==> src/rtl/bru_pkg.sv <==
package bru_pkg;

    typedef enum logic [1:0] {
        CC_IF_CLEAR = 2'd0,
        CC_IF_SET   = 2'd1,
        CC_ALWAYS_A = 2'd2,
        CC_ALWAYS_B = 2'd3
    } cond_code_e;

    typedef enum logic [1:0] {
        CT_DEC_NOT_ONE = 2'd0,
        CT_DEC_IS_ONE  = 2'd1,
        CT_HOLD_A      = 2'd2,
        CT_HOLD_B      = 2'd3
    } count_code_e;

endpackage

==> src/rtl/bru_cond_test.sv <==
module bru_cond_test
    import bru_pkg::*;
#(
    parameter int XLEN = 32,
    localparam int BI_W = $clog2(XLEN)
) (
    input  cond_code_e        cc,
    input  logic [BI_W-1:0]   cond_sel,
    input  logic [XLEN-1:0]   cond_reg,
    output logic              cond_ok
);

    logic [BI_W-1:0] phys_idx;
    logic            picked;

    always_comb begin
        phys_idx = BI_W'(XLEN - 1) - cond_sel;
        picked   = cond_reg[phys_idx];
        unique case (cc)
            CC_IF_CLEAR: cond_ok = ~picked;
            CC_IF_SET:   cond_ok = picked;
            CC_ALWAYS_A,
            CC_ALWAYS_B: cond_ok = 1'b1;
        endcase
    end

endmodule

==> src/rtl/bru_count_unit.sv <==
module bru_count_unit
    import bru_pkg::*;
#(
    parameter int XLEN = 32
) (
    input  logic             clk,
    input  logic             rst_n,
    input  logic             active,
    input  count_code_e      ct,
    input  logic             ld_en,
    input  logic [XLEN-1:0]  ld_data,
    output logic [XLEN-1:0]  ctr_q,
    output logic             cnt_ok
);

    logic dec_req;
    logic is_one;

    always_comb begin
        is_one  = (ctr_q == XLEN'(1));
        dec_req = 1'b0;
        unique case (ct)
            CT_DEC_NOT_ONE: begin
                cnt_ok  = ~is_one;
                dec_req = active;
            end
            CT_DEC_IS_ONE: begin
                cnt_ok  = is_one;
                dec_req = active;
            end
            CT_HOLD_A,
            CT_HOLD_B: cnt_ok = 1'b1;
        endcase
    end

    always_ff @(posedge clk) begin
        if (!rst_n)       ctr_q <= '0;
        else if (dec_req) ctr_q <= ctr_q - XLEN'(1);
        else if (ld_en)   ctr_q <= ld_data;
    end

endmodule

==> src/rtl/bru_link_unit.sv <==
module bru_link_unit #(
    parameter int XLEN = 32
) (
    input  logic             clk,
    input  logic             rst_n,
    input  logic             link_wr,
    input  logic [XLEN-1:0]  link_val,
    input  logic             ld_en,
    input  logic [XLEN-1:0]  ld_data,
    output logic [XLEN-1:0]  lr_q
);

    always_ff @(posedge clk) begin
        if (!rst_n)       lr_q <= '0;
        else if (link_wr) lr_q <= link_val;
        else if (ld_en)   lr_q <= ld_data;
    end

endmodule

==> src/rtl/bru_target_calc.sv <==
module bru_target_calc #(
    parameter int XLEN   = 32,
    parameter int DISP_W = 24
) (
    input  logic [XLEN-1:0]   pc,
    input  logic [DISP_W-1:0] disp,
    input  logic              take,
    output logic [XLEN-1:0]   seq_pc,
    output logic [XLEN-1:0]   next_pc
);

    localparam int PAD_W = XLEN - DISP_W - 2;

    logic [XLEN-1:0] byte_off;

    generate
        if (PAD_W > 0) begin : g_extend
            assign byte_off = {{PAD_W{disp[DISP_W-1]}}, disp, 2'b00};
        end else begin : g_trunc
            assign byte_off = {disp[XLEN-3:0], 2'b00};
        end
    endgenerate

    always_comb begin
        seq_pc  = pc + XLEN'(4);
        next_pc = take ? (pc + byte_off) : seq_pc;
    end

endmodule

==> src/rtl/branch_resolve_unit.sv <==
module branch_resolve_unit
    import bru_pkg::*;
#(
    parameter int XLEN   = 32,
    parameter int DISP_W = 24,
    localparam int BI_W  = $clog2(XLEN)
) (
    input  logic              clk,
    input  logic              rst_n,
    input  logic              instr_valid,
    input  logic              is_uncond,
    input  logic [4:0]        bo,
    input  logic [BI_W-1:0]   cond_sel,
    input  logic              link_en,
    input  logic [XLEN-1:0]   pc,
    input  logic [DISP_W-1:0] disp,
    input  logic [XLEN-1:0]   cond_reg,
    input  logic              ctr_load,
    input  logic [XLEN-1:0]   ctr_load_data,
    input  logic              lr_load,
    input  logic [XLEN-1:0]   lr_load_data,
    output logic              taken,
    output logic [XLEN-1:0]   next_pc,
    output logic [XLEN-1:0]   ctr_q,
    output logic [XLEN-1:0]   lr_q
);

    cond_code_e      cc;
    count_code_e     ct;
    logic            cond_ok;
    logic            cnt_ok;
    logic            cond_active;
    logic [XLEN-1:0] seq_pc;

    always_comb begin
        unique casez (bo)
            5'b00???: cc = CC_IF_CLEAR;
            5'b01???: cc = CC_IF_SET;
            5'b10???: cc = CC_ALWAYS_A;
            5'b11???: cc = CC_ALWAYS_B;
            default:  cc = CC_ALWAYS_A;
        endcase
        unique casez (bo)
            5'b??00?: ct = CT_DEC_NOT_ONE;
            5'b??01?: ct = CT_DEC_IS_ONE;
            5'b??10?: ct = CT_HOLD_A;
            5'b??11?: ct = CT_HOLD_B;
            default:  ct = CT_HOLD_A;
        endcase
    end

    assign cond_active = instr_valid & ~is_uncond;

    bru_cond_test #(.XLEN(XLEN)) u_cond (
        .cc       (cc),
        .cond_sel (cond_sel),
        .cond_reg (cond_reg),
        .cond_ok  (cond_ok)
    );

    bru_count_unit #(.XLEN(XLEN)) u_count (
        .clk     (clk),
        .rst_n   (rst_n),
        .active  (cond_active),
        .ct      (ct),
        .ld_en   (ctr_load),
        .ld_data (ctr_load_data),
        .ctr_q   (ctr_q),
        .cnt_ok  (cnt_ok)
    );

    assign taken = instr_valid & (is_uncond | (cond_ok & cnt_ok));

    bru_target_calc #(.XLEN(XLEN), .DISP_W(DISP_W)) u_target (
        .pc      (pc),
        .disp    (disp),
        .take    (taken),
        .seq_pc  (seq_pc),
        .next_pc (next_pc)
    );

    bru_link_unit #(.XLEN(XLEN)) u_link (
        .clk      (clk),
        .rst_n    (rst_n),
        .link_wr  (instr_valid & link_en),
        .link_val (seq_pc),
        .ld_en    (lr_load),
        .ld_data  (lr_load_data),
        .lr_q     (lr_q)
    );

endmodule

==> config.mk <==
export PLATFORM = sky130hd
export DESIGN_NAME = branch_resolve_unit
export DESIGN_NICKNAME = d
export VERILOG_FILES = /design/src/rtl/bru_pkg.sv /design/src/rtl/bru_cond_test.sv /design/src/rtl/bru_count_unit.sv /design/src/rtl/bru_link_unit.sv /design/src/rtl/bru_target_calc.sv /design/src/rtl/branch_resolve_unit.sv
export SDC_FILE = /design/constraint.sdc
export NUM_CORES = 1
export LEC_CHECK = 0
export ABC_AREA = 0
export BUFFER_PORTS_ARGS = -buffer_cell sky130_fd_sc_hd__buf_2
export CORE_ASPECT_RATIO = 0.8
export CORE_UTILIZATION = 40
export CTS_CLUSTER_DIAMETER = 60
export DETAILED_ROUTE_END_ITERATION = 12
export GPL_TIMING_DRIVEN = 0
export HOLD_SLACK_MARGIN = 0.15
export PLACE_DENSITY_LB_ADDON = 0.1
export SYNTH_ARGS = -nofsm -noshare
export SYNTH_HDL_FRONTEND = slang
export SYNTH_HIERARCHICAL = 1
export SYNTH_SLANG_ARGS = --single-unit
==> constraint.sdc <==
create_clock -name clk -period 3.8 [get_ports clk]
set_clock_uncertainty 0.05 [all_clocks]
set_input_delay 0.19 -clock clk [delete_from_list [all_inputs] [get_ports clk]]
set_output_delay 0.19 -clock clk [all_outputs]
set_load 0.005 [all_outputs]
Word level (Yosys, flattened, before mapping)
Cells that the tools add are included.
- output and inout bits: 97
- logic and storage cells: 49
- flip-flop bits (word level): 64
- $add $sub $neg: 4
- multiplexer cells: 12
- bitwise gates (word level): 8
- order comparisons: 1
- eq/ne operators: 13
- reductions and logical operators: 9
- operators by type and width (operator ; number):
    2-to-1 mux 32 bit ; 5
    adder 32 x 3 -> 32 bit (second input constant) ; 1
    adder 32 bit ; 1
    equality test 32 x 1 -> 1 bit (second input constant) ; 1
    subtractor 32 x 1 -> 32 bit (second input constant) ; 1
    equality test 2 bit (second input constant) ; 8
    case mux 2 bit (4 select lines) ; 2
    equality test 2 x 1 -> 1 bit (second input constant) ; 4
    logical NOT 2 bit ; 4
    less-than comparator 5 x 6 -> 1 bit (second input constant) ; 1
    case mux 1 bit (3 select lines) ; 2
    OR reduction 2 bit ; 3
    binary-select mux 1 bit (select 5 bit) ; 1
    subtractor 5 bit (first input constant) ; 1
    AND 1 bit ; 4
    nonzero test 2 bit ; 2
    NOT 1 bit ; 3
    2-to-1 mux 1 bit ; 2
    OR 1 bit ; 1

Logic depth before layout (Yosys ltp)
- depth after elaboration: 9
- mapped depth: 15
- mapped depth without buffers: 12

Cells and area by module
Netlist, hierarchy kept.
- modules (own cells, without submodules) (module ; times used ; cells an instance ; area an instance (um2) ; seq. area each (um2)):
    bru_target_calc ; 1 ; 379 ; 2538.7 ; 0.0
    bru_count_unit ; 1 ; 254 ; 1955.6 ; 640.6
    bru_link_unit ; 1 ; 141 ; 1778.0 ; 640.6
    bru_cond_test ; 1 ; 44 ; 347.8 ; 0.0
    branch_resolve_unit ; 1 ; 8 ; 41.3 ; 0.0

Worst setup path after synthesis
OpenSTA, ideal clock, no wires.
- path type: register -> output
- start point: register u_count.ctr_q[3]
- end point: output port next_pc[11]
- buffers on the path: 3
- stages on the path, launching flop included: 12
- data required time: 3560 ps
- data arrival time: 2761 ps
- slack: 799 ps
- path through: dfxtp_1 or4_4 nor4_4 nand4_1 xnor2_1 nand2b_1 a21oi_1 nor2b_1 clkbuf_1 clkbuf_1 clkbuf_1 a21oi_1
- longest elaborated chain between the ends: 7
- RTL lines (element ; line ; source):
    from (decl) ; bru_count_unit.sv:12 ; output logic [XLEN-1:0] ctr_q,
    from (signal assigned) ; bru_count_unit.sv:38 ; else if (dec_req) ctr_q <= ctr_q - XLEN'(1);
    from (signal assigned) ; bru_count_unit.sv:39 ; else if (ld_en) ctr_q <= ld_data;
    equality test 32 x 1 -> 1 bit (*) ; bru_count_unit.sv:20 ; is_one = (ctr_q == XLEN'(1));
    NOT 1 bit ; bru_count_unit.sv:24 ; cnt_ok = ~is_one;
    case mux 1 bit (3 select lines) (*) ; bru_count_unit.sv:22 ; unique case (ct)
    named net cnt_ok ; branch_resolve_unit.sv:31 ; logic cnt_ok;
    AND 1 bit (*) ; branch_resolve_unit.sv:72 ; assign taken = instr_valid & (is_uncond | (cond_ok & cnt_ok));
    OR 1 bit (*) ; branch_resolve_unit.sv:72 ;
    AND 1 bit (*) ; branch_resolve_unit.sv:72 ;
    named net taken ; branch_resolve_unit.sv:22 ; output logic taken,
    2-to-1 mux 32 bit (*) ; bru_target_calc.sv:26 ; next_pc = take ? (pc + byte_off) : seq_pc;
    to (decl) ; branch_resolve_unit.sv:23 ; output logic [XLEN-1:0] next_pc,
Mark *: on every way through the listed nets, which the timed path passes. The rest lies on a longest branch.

Worst setup path after layout
- start point: register u_count.ctr_q[4]
- end point: output port next_pc[21]
- longest elaborated chain between the ends: 7
- RTL lines (element ; line):
    equality test 32 x 1 -> 1 bit (*) ; bru_count_unit.sv:20
    NOT 1 bit ; bru_count_unit.sv:24
    case mux 1 bit (3 select lines) (*) ; bru_count_unit.sv:22
    named net cnt_ok ; branch_resolve_unit.sv:31
    AND 1 bit (*) ; branch_resolve_unit.sv:72
    OR 1 bit (*) ; branch_resolve_unit.sv:72
    AND 1 bit (*) ; branch_resolve_unit.sv:72
    2-to-1 mux 32 bit (*) ; bru_target_calc.sv:26
Marks and branches as above.

==> flow_metrics.tcl <==
set metrics [dict create \
    yosysWarnings 6 \
    worstPathBufferInverterCount 3 \
    pin_count 266 \
    grt_pass1_wl_mm 38.4 \
    hold_path_end "u_link/lr_q[8]" \
    vdd_drop_max_mv 0.198 \
    setup_tns_final_ns 0 \
    track_usage_pct 28.1 \
    crit_path_max_fanout 10 \
    rsz0062_at_grt "false" \
    dpl-instance-area_um2 8210 \
    hpwl_mm 19.5 \
    postLayoutCellArea_um2 9150 \
    final_critical_path_share_of_the_clock_period_pct 96.8 \
    share_of_synthesized_flip_flops_with_an_asynchronous_set_or_reset_pct 0 \
    grt_max_degree 12 \
    crit_path_start_kind "flop" \
    tightestPinTransition_ns 0.807 \
    grt_pass1_vias 7212 \
    yosysSeqAreaShare_pct 19.2 \
    timing.fmax_ghz 0.272 \
    clockRootBuffer "sky130_fd_sc_hd__clkbuf_16" \
    min-delay-start "lr_load_data[8]" \
    synth_edf_count 0 \
    design.final.nets 1350 \
    vias_per_cell 5.57 \
    count_of_different_cell_masters_after_synthesis 85 \
    synthDominantCellAreaShare_pct 19.2 \
    tritoncts "yes" \
    crit_type "flop to output port" \
    drv.max_cap_violation_count 0 \
    area.growth.synth_to_final_pct 37.3 \
    vias 7622 \
    timing.final.max_slew_violations 0 \
    std_cell_rows 41 \
    detail_route.iter0.violations 629 \
    postSynthRegisterBits 64 \
    yosysMostFrequentCell "sky130_fd_sc_hd__a21oi_1" \
    cts_inserted_buffers 9 \
    die_area_um2 17200 \
    core-area_um2 16000 \
    final_period_minus_worst_setup_slack_ns 3.68 \
    n_antenna_cell 0 \
    netlist_top_cells_count "sky130_fd_sc_hd__a21oi_1 (78), sky130_fd_sc_hd__nor2_1 (70), sky130_fd_sc_hd__nand2_1 (67)" \
    drc 0 \
    place.gp.congestion 0.956 \
    total_power_draw_mw 2.84 \
    reg2reg_to "u_count/ctr_q[27]" \
    ant_nets 0 \
    detail_route.first_pass.iterations 5 \
    syn_area_per_cell_um2 8.06 \
    overall_routed_net_length_mm 24.9 \
    initial_core_util_pct 41.6 \
    antenna_found_initial 1 \
    synth_cells 826 \
    grt_ovf 0 \
    dominantRegCellSynth "sky130_fd_sc_hd__dfxtp_1" \
    clock_tree.htree_level_count 3 \
    outcome "complete, no violations" \
    post_synth_instance_area_um2 6660 \
    cts_num_sinks 64 \
    crit_family "simple AND/OR/NAND/NOR gates" \
    worst-endpoint-arrival_ns 3.44 \
    worstHoldPathType "primary input to flop" \
    leakage_nw 4.45 \
    rr_startpoint "u_count/ctr_q[7]" \
    slew-limit-headroom_pct 46.0 \
    worst_setup_hold_path_clk_slew_ns 0.06 \
    final-hold-violation-count 0 \
    drt-wirelength-per-cell_um 18.2 \
    drive_gt1_share_pct 31.5 \
    place_ws_ns -0.389 \
    clk_latency_ns 0.35 \
    die_h_um 117 \
    min_path_cells 3 \
    regToRegSetupSlack_ns 0.90 \
    fin_hold_ws_ns 0.163 \
    synthesis.nets 1028 \
    synth_top_cell_by_area "sky130_fd_sc_hd__dfxtp_1" \
    synth.top_cells.by_area "sky130_fd_sc_hd__dfxtp_1 (19%), sky130_fd_sc_hd__mux2_4 (6.8%), sky130_fd_sc_hd__ha_1 (6.0%)" \
    die_width_um 146 \
    worst_ep_required_ns 3.56 \
    io_buffer_count 256 \
    finalSetupViolCount 0 \
    cp-end-kind "output port" \
    p_per_area_nw_per_um2 310 \
    worst_case_clock_buffer_depth 2 \
    critPathSlowestCell "sky130_fd_sc_hd__or4_4" \
    fin_ws_ns 0.123 \
    crit_path_max_incr_delay_ns 0.59 \
    path_cells "or4_4 -> nor4_4 -> nand4_1 -> xnor2_1 -> nand2b_1 -> a21oi_2 -> nor2b_2 -> clkbuf_4 -> clkbuf_1 -> nor2_1 -> a21oi_1 -> buf_2" \
    r2r_cells 7 \
]
timing repair:
item,in CTS,in global routing
resized for setup,10,7
gates cloned,0,0
hold endpoints to repair,50,0
setup endpoints to repair,30,26
pin swaps,2,5
buffers inserted,1,1
hold buffers,53,0
final cells by class:
type | instances | area [um2]
tap | 215 | 269
clock inverter | 5 | 104
multi-input combinational | 690 | 5030
buffer | 56 | 333
timing repair buffer | 311 | 1830
fill | 1559 | 6860
sequential | 64 | 1280
clock buffer | 11 | 243
inverter | 16 | 60.1
metrics by stage:
| step | cells | utilization (%) |
|---|---|---|
| after floorplan | 826 | - |
| final | 1368 | 57.2 |
| after detailed placement | 1297 | 51.3 |
| after global routing | 1368 | 57.2 |
| after global placement | 1297 | 51.3 |
| after CTS | 1367 | 57.0 |
flip-flops by register name, summed over array words and instances, names as in the netlist:
| signal | cells |
|---|---|
| u_link/lr_q | 32 |
| u_count/ctr_q | 32 |
routing by layer:
layer | global-route usage, % | routed length [um] | part of all wire [%] | vias up
met1 | 39.3 | 11500 | 46 | 3536
met2 | 42.6 | 10900 | 44 | 342
li1 | - | - | - | 3696
met4 | 8.46 | 501 | 2.0 | 2
met5 | 0 | 12 | 0.048 | -
met3 | 6.38 | 1980 | 8.0 | 46
tightest hold or removal path, delay by kind of cell:
family | cells | cell delay, ns
AOI/OAI and AO/OA | 1 | 0.12
buffers and inverters | 1 | 0.08
muxes | 1 | 0.13
power by group:
group          internal (mW)  total [mW]  switching (mW)
clock network          0.660        1.00           0.342
logic                  0.500        1.06           0.564
registers              0.722       0.771          0.0489
total                   1.88        2.84           0.955
worst max-delay path by stage:
stage                                 start          end  slack, ns  cells after the start
final                      u_count/ctr_q[4]  next_pc[21]       0.12                     12
after global routing       u_count/ctr_q[4]  next_pc[30]      0.003                     13
after CTS                 u_count/ctr_q[15]  next_pc[30]       0.04                     13
after detailed placement   u_count/ctr_q[3]  next_pc[19]      -0.39                     12
after global placement     u_count/ctr_q[3]  next_pc[24]      -0.40                     12
after floorplan            u_count/ctr_q[3]  next_pc[11]       0.80                     11
cell usage in the layout, fill, tap and decap left out, types with 5 or more instances in the layout:
| master | n |
|---|---|
| sky130_fd_sc_hd__mux2_4 | 30 |
| sky130_fd_sc_hd__o211a_1 | 35 |
| sky130_fd_sc_hd__and2_1 | 6 |
| sky130_fd_sc_hd__clkbuf_1 | 33 |
| sky130_fd_sc_hd__o21a_1 | 6 |
| sky130_fd_sc_hd__nor3_1 | 12 |
| sky130_fd_sc_hd__inv_1 | 15 |
| sky130_fd_sc_hd__nor2b_1 | 6 |
| sky130_fd_sc_hd__nand4_1 | 20 |
| sky130_fd_sc_hd__nand2_1 | 67 |
| sky130_fd_sc_hd__dfxtp_1 | 64 |
| sky130_fd_sc_hd__a22oi_1 | 6 |
| sky130_fd_sc_hd__nand2b_1 | 17 |
| sky130_fd_sc_hd__buf_4 | 10 |
| sky130_fd_sc_hd__nor2_1 | 70 |
| sky130_fd_sc_hd__buf_2 | 258 |
| sky130_fd_sc_hd__mux2i_1 | 22 |
| sky130_fd_sc_hd__xnor2_1 | 34 |
| sky130_fd_sc_hd__clkbuf_16 | 9 |
| sky130_fd_sc_hd__ha_1 | 32 |
| sky130_fd_sc_hd__a31oi_1 | 20 |
| sky130_fd_sc_hd__o21ai_0 | 28 |
| sky130_fd_sc_hd__xor2_1 | 21 |
| sky130_fd_sc_hd__a21o_1 | 12 |
| sky130_fd_sc_hd__or2b_1 | 21 |
| sky130_fd_sc_hd__or3_1 | 6 |
| sky130_fd_sc_hd__dlygate4sd3_1 | 53 |
| sky130_fd_sc_hd__a21oi_1 | 77 |
| sky130_fd_sc_hd__nor3_2 | 5 |
| sky130_fd_sc_hd__nand3_1 | 30 |
| sky130_fd_sc_hd__a211oi_1 | 6 |
| sky130_fd_sc_hd__clkbuf_2 | 5 |
| sky130_fd_sc_hd__and3_1 | 10 |
| sky130_fd_sc_hd__nor4_1 | 6 |
| sky130_fd_sc_hd__o211ai_1 | 6 |
cell families after synthesis:
| family | Yosys count | synth area share (%) |
|---|---|---|
| xor+xnor | 56 | 7.48 |
| buf+inv | 72 | 5.71 |
| flops | 64 | 19.2 |
| fa+ha+maj | 33 | 6.31 |
| mux | 56 | 10.7 |
| compound gates | 236 | 25.0 |
| simple gates | 309 | 25.5 |
No activity file was read; power rests on OpenSTA's default activity.
